<file path="config.mk">
export PLATFORM = sky130hd
export DESIGN_NAME = burst_symbol_counter
export DESIGN_NICKNAME = d
export VERILOG_FILES = /design/src/rtl/bsc_pkg.sv /design/src/rtl/bsc_len_regs.sv /design/src/rtl/bsc_sym_count.sv /design/src/rtl/burst_symbol_counter.sv
export SDC_FILE = /design/constraint.sdc
export NUM_CORES = 1
export LEC_CHECK = 0
export BUFFER_PORTS_ARGS = -buffer_cell sky130_fd_sc_hd__buf_4
export CAP_MARGIN = 10
export CORE_MARGIN = 3
export CORE_UTILIZATION = 45
export DETAILED_ROUTE_END_ITERATION = 12
export REMOVE_ABC_BUFFERS = 1
export SYNTH_ARGS = -nofsm -noshare
export SYNTH_HDL_FRONTEND = slang
export SYNTH_SLANG_ARGS = --single-unit
</file>
<file path="constraint.sdc">
create_clock -name clk -period 6.95 [get_ports clk]
set_clock_uncertainty 0.2 [all_clocks]
set_input_delay 1.39 -clock clk [delete_from_list [all_inputs] [get_ports clk]]
set_output_delay 1.39 -clock clk [all_outputs]
set_load 0.02 [all_outputs]
</file>
<file path="src/rtl/bsc_pkg.sv">
package bsc_pkg;
   typedef enum logic {
      MODE_ACQ  = 1'b0,
      MODE_DATA = 1'b1
   } bsc_mode_e;

   localparam int BSC_DEF_LEN_W  = 16;
   localparam int BSC_DEF_BYTE_W = 8;
endpackage

</file>
<file path="src/rtl/bsc_len_regs.sv">
module bsc_len_regs #(
   parameter int LEN_W     = 16,
   parameter int BYTE_W    = 8,
   parameter int MIN_PROG  = 3,
   parameter int OFFSET    = 2,
   parameter int RESET_LEN = 3,
   localparam int NUM_BYTES = LEN_W / BYTE_W,
   localparam int SEL_W     = (NUM_BYTES > 1) ? $clog2(NUM_BYTES) : 1
) (
   input  logic              clk,
   input  logic              rst_n,
   input  logic              wr_en,
   input  logic [SEL_W-1:0]  wr_sel,
   input  logic [BYTE_W-1:0] wr_data,
   input  logic              capture,
   output logic [LEN_W-1:0]  next_limit,
   output logic [LEN_W-1:0]  limit
);
   localparam logic [LEN_W-1:0] RST_VAL = LEN_W'(RESET_LEN);
   localparam logic [LEN_W-1:0] MIN_VAL = LEN_W'(MIN_PROG);
   localparam logic [LEN_W-1:0] OFS_VAL = LEN_W'(OFFSET);

   logic [BYTE_W-1:0] byte_q [NUM_BYTES];
   logic [LEN_W-1:0]  prog_val;
   logic [LEN_W-1:0]  clamped;

   for (genvar g = 0; g < NUM_BYTES; g++) begin : g_byte
      always_ff @(posedge clk or negedge rst_n) begin
         if (!rst_n) begin
            byte_q[g] <= RST_VAL[g*BYTE_W +: BYTE_W];
         end else if (wr_en && (wr_sel == SEL_W'(g))) begin
            byte_q[g] <= wr_data;
         end
      end
   end

   always_comb begin
      prog_val = '0;
      for (int i = 0; i < NUM_BYTES; i++) begin
         prog_val[i*BYTE_W +: BYTE_W] = byte_q[i];
      end
   end

   assign clamped    = (prog_val < MIN_VAL) ? MIN_VAL : prog_val;
   assign next_limit = clamped - OFS_VAL;

   always_ff @(posedge clk or negedge rst_n) begin
      if (!rst_n) begin
         limit <= MIN_VAL - OFS_VAL;
      end else if (capture) begin
         limit <= next_limit;
      end
   end
endmodule

</file>
<file path="src/rtl/bsc_sym_count.sv">
module bsc_sym_count #(
   parameter int LEN_W      = 16,
   parameter bit COUNT_DOWN = 1'b0
) (
   input  logic             clk,
   input  logic             rst_n,
   input  logic             start,
   input  logic             active,
   input  logic             sym_valid,
   input  logic [LEN_W-1:0] load_val,
   input  logic [LEN_W-1:0] limit,
   output logic             last_sym
);
   logic take;
   assign take = active && sym_valid;

   if (COUNT_DOWN) begin : g_down
      logic [LEN_W-1:0] remain_q;
      always_ff @(posedge clk or negedge rst_n) begin
         if (!rst_n) begin
            remain_q <= '0;
         end else if (start) begin
            remain_q <= load_val;
         end else if (take) begin
            remain_q <= remain_q - LEN_W'(1);
         end
      end
      assign last_sym = take && (remain_q == LEN_W'(1));
   end else begin : g_up
      logic [LEN_W-1:0] count_q;
      always_ff @(posedge clk or negedge rst_n) begin
         if (!rst_n) begin
            count_q <= '0;
         end else if (start) begin
            count_q <= '0;
         end else if (take) begin
            count_q <= count_q + LEN_W'(1);
         end
      end
      assign last_sym = take && ((count_q + LEN_W'(1)) == limit);
   end
endmodule

</file>
<file path="src/rtl/burst_symbol_counter.sv">
module burst_symbol_counter #(
   parameter int LEN_W      = bsc_pkg::BSC_DEF_LEN_W,
   parameter int BYTE_W     = bsc_pkg::BSC_DEF_BYTE_W,
   parameter int MIN_PROG   = 3,
   parameter int OFFSET     = 2,
   parameter int RESET_LEN  = 3,
   parameter bit COUNT_DOWN = 1'b0,
   localparam int NUM_BYTES = LEN_W / BYTE_W,
   localparam int SEL_W     = (NUM_BYTES > 1) ? $clog2(NUM_BYTES) : 1
) (
   input  logic              clk,
   input  logic              rst_n,
   input  logic              rx_enable,
   input  logic              cfg_wr_en,
   input  logic [SEL_W-1:0]  cfg_wr_sel,
   input  logic [BYTE_W-1:0] cfg_wr_data,
   input  logic              acq_found,
   input  logic              sym_valid,
   output logic              data_mode,
   output logic              burst_end
);
   import bsc_pkg::*;

   if (LEN_W % BYTE_W != 0) begin : g_bad_width
      $error("LEN_W must be a whole number of bytes");
   end
   if (MIN_PROG <= OFFSET) begin : g_bad_min
      $error("MIN_PROG must exceed OFFSET so one symbol is always accepted");
   end
   if (MIN_PROG >= (1 << LEN_W) || RESET_LEN >= (1 << LEN_W)) begin : g_bad_range
      $error("length constants do not fit LEN_W");
   end

   bsc_mode_e        mode_q, mode_d;
   logic             start;
   logic             last_sym;
   logic [LEN_W-1:0] next_limit;
   logic [LEN_W-1:0] burst_limit;

   assign start = (mode_q == MODE_ACQ) && acq_found && rx_enable;

   bsc_len_regs #(
      .LEN_W    (LEN_W),
      .BYTE_W   (BYTE_W),
      .MIN_PROG (MIN_PROG),
      .OFFSET   (OFFSET),
      .RESET_LEN(RESET_LEN)
   ) u_len (
      .clk       (clk),
      .rst_n     (rst_n),
      .wr_en     (cfg_wr_en),
      .wr_sel    (cfg_wr_sel),
      .wr_data   (cfg_wr_data),
      .capture   (start),
      .next_limit(next_limit),
      .limit     (burst_limit)
   );

   bsc_sym_count #(
      .LEN_W     (LEN_W),
      .COUNT_DOWN(COUNT_DOWN)
   ) u_cnt (
      .clk      (clk),
      .rst_n    (rst_n),
      .start    (start),
      .active   (mode_q == MODE_DATA),
      .sym_valid(sym_valid),
      .load_val (next_limit),
      .limit    (burst_limit),
      .last_sym (last_sym)
   );

   always_comb begin
      mode_d = mode_q;
      if (!rx_enable) begin
         mode_d = MODE_ACQ;
      end else begin
         unique case (mode_q)
            MODE_ACQ:  if (acq_found) mode_d = MODE_DATA;
            MODE_DATA: if (last_sym)  mode_d = MODE_ACQ;
            default:   mode_d = MODE_ACQ;
         endcase
      end
   end

   always_ff @(posedge clk or negedge rst_n) begin
      if (!rst_n) begin
         mode_q    <= MODE_ACQ;
         burst_end <= 1'b0;
      end else begin
         mode_q    <= mode_d;
         burst_end <= rx_enable && last_sym;
      end
   end

   assign data_mode = (mode_q == MODE_DATA);
endmodule

</file>
==> out/qor.yml <==
required_ns: 7.00
clockBufferDepth: 2
portBuffers: 16
clkPwrFrac_pct: 29.0
intPower_w: 0.000510
die_x_um: 86.2
crit_path_end_kind: "register"
leakagePower_nw: 1.26
drc: 0
switchingPower_w: 0.000210
start_util_pct: 47.7
firstDrtPassIters: 4
cts_htree_levels: 2
overflow: 0
cts_num_sinks: 50
synth-edff-count: 0
finalSetupViolations: 0
antenna-diode-count: 0
slew_violations: 0
grt_setup_unrepaired: "no"
nNetsFinal: 321
synth_area_per_cell_um2: 9.74
utilization_pct: 51.9
hold_buffers: 0
die_h_um: 86.2
synthFlopType: "dfrtp_1"
setup_tns_ns: 0
antenna_found_initial: 0
drive_gt1_share_pct: 17.7
switching_share_pct: 29.1
cts_tree: "built"
drt_wl_total_mm: 5.70
grt_pass1_wl_mm: 9.91
p_comb_share_pct: 18.8
drt_iter0_drc: 56
hold_path_class: "register to register"
cap_violations: 0
grt_pass1_vias: 2069
cp_max_fo: 31
grtUsageTotal_pct: 16.5
seqPwrFrac_pct: 52.2
viasPerCell: 5.63
hpwl_mm: 4.10
multi_input_area_mm2: 0.00155
yosysSeqAreaShare_pct: 43.4
layout_common_cells: "dfrtp_1, nand2_1, o21ai_0, nor2_1, xnor2_1"
numCtsBuffers: 5
async_flop_share_pct: 100
place.gp.congestion: 0.740
critPathKind: "input port to register"
dieArea_mm2: 0.00743
timing.final.crit_share_pct: 44.3
critPathArrivalTime_ns: 3.13
layout_commonest_cell: "dfrtp_1"
cts_setup_buffers: 0
clk_pin_slew_ns: 0.09
core_mm2: 0.00606
finalHoldViolCount: 0
root_buffer: "clkbuf_8"
num_rows: 28
worst_slew_pin_slew_ns: 0.951
fin_crit_ns: 3.08
cts_resized: 0
synth_cells: 297
vias: 2138
clk_latency_ns: 0.30
holdWs_ns: 0.277
vdd_drop_max_uv: 159
wl_per_cell_um: 15.0
synth_cell_types: 51
synth_warnings: 0
detail-route-antenna-nets: 0
fillers: 565
status: "finished, final reports clean"
synthToLayoutAreaGrowth_pct: 8.69
clock.fmax_mhz: 324
cp-start-kind: "input port"
grt_max_degree: 51
synth-seq-cells: 50
design.portCount: 17
powerDensity_mw_per_mm2: 229
maxSlewHeadroom_pct: 36.5
syn_area_mm2: 0.00289
regArea_mm2: 0.00125
cell usage after synthesis (3+ instances only):
master	n	area, µm²
nand2b_1	3	18.8
nand4_1	3	18.8
o41ai_1	3	26.3
or3_1	3	18.8
a21oi_1	3	15.0
xor2_1	12	105
o21ai_0	26	130
mux2_2	15	169
nor3_2	3	30.0
inv_1	3	11.3
o2111ai_1	3	26.3
and4_1	3	26.3
clkbuf_1	9	33.8
nor2_1	18	67.6
nand3_1	11	55.1
nor2b_1	11	68.8
xnor2_1	17	149
and2_1	3	18.8
o21ai_1	8	40.0
nor4_1	4	25.0
buf_2	5	25.0
nor4_2	3	37.5
nand2_1	36	135
dfstp_2	3	78.8
dfrtp_1	47	1180
a31oi_1	4	25.0
o31ai_1	8	60.1
sequential cells by signal, summed over array words and instances (netlist names):
register / count
burst_end: 1
u_cnt.g_up.count_q: 16
data_mode: 1
u_len.byte_q: 16
u_len.limit: 16
stage by stage:
step	area, µm²	power (W)	instances	setup slack [ns]
2_1_floorplan	2820	0.000476	281	4.07
3_3_place_gp	3030	0.000515	372	3.63
3_5_place_dp	3030	0.000519	372	3.57
4_1_cts	3140	0.000728	380	3.89
5_1_grt	3140	0.000764	380	3.70
6_report	3140	0.000720	380	3.87
kinds of logic (layout without fill, tap and decap cells):
kind of cell	count (synthesis)	in the layout	share of synthesized area, %
xor+xnor	31	31	10.3
compound gates	64	64	13.9
flops	50	50	43.4
buf+inv	19	27	2.94
mux	17	17	6.53
fa+ha+maj	2	2	0.865
simple gates	114	114	22.1
critical path: stages:
cell,delay (ns)
buf_4,0.09
nand2_1,0.53
nor4_1,0.47
o2111ai_1,0.17
nor4_1,0.29
and2_1,0.19
power by group through the flow:
stage	combinational [W]	clock (W)	sequential (W)
final	0.000136	0.000209	0.000376
after global routing	0.000156	0.000225	0.000383
after CTS	0.000138	0.000215	0.000376
after detailed placement	0.000137	0	0.000382
after global placement	0.000134	0	0.000380
after floorplan	0.000106	0	0.000371
area by class of cell:
cell class	count	share of cell area, %
clock buffers	6	2.31
clock inverters	2	1.23
inverters	3	0.358
multi-input cells	228	49.4
flip-flops and latches	50	39.9
well taps	75	2.98
repair buffers	16	3.82
path summary, 6_finish.rpt:
check                                  from               endpoint  slack, ns  depth (start not counted)
min in group asynchronous             rst_n  u_cnt.g_up.count_q[8]       0.90                          1
setup / recovery                  sym_valid              burst_end       3.87                          6
setup reg to reg           u_len.byte_q[14]         u_len.limit[7]       4.12                         11
max in group asynchronous             rst_n         u_len.limit[3]       5.24                          1
hold / removal               u_len.limit[0]         u_len.limit[0]       0.28                          2
hold reg to reg              u_len.limit[0]         u_len.limit[0]       0.28                          2
layer usage:
metal	track usage, %	routed length, µm
met3	3.23	175
met1	22.3	2700
met4	5.38	106
met5	0	0
met2	26.8	2720
Power figures use the tool's default switching activity.
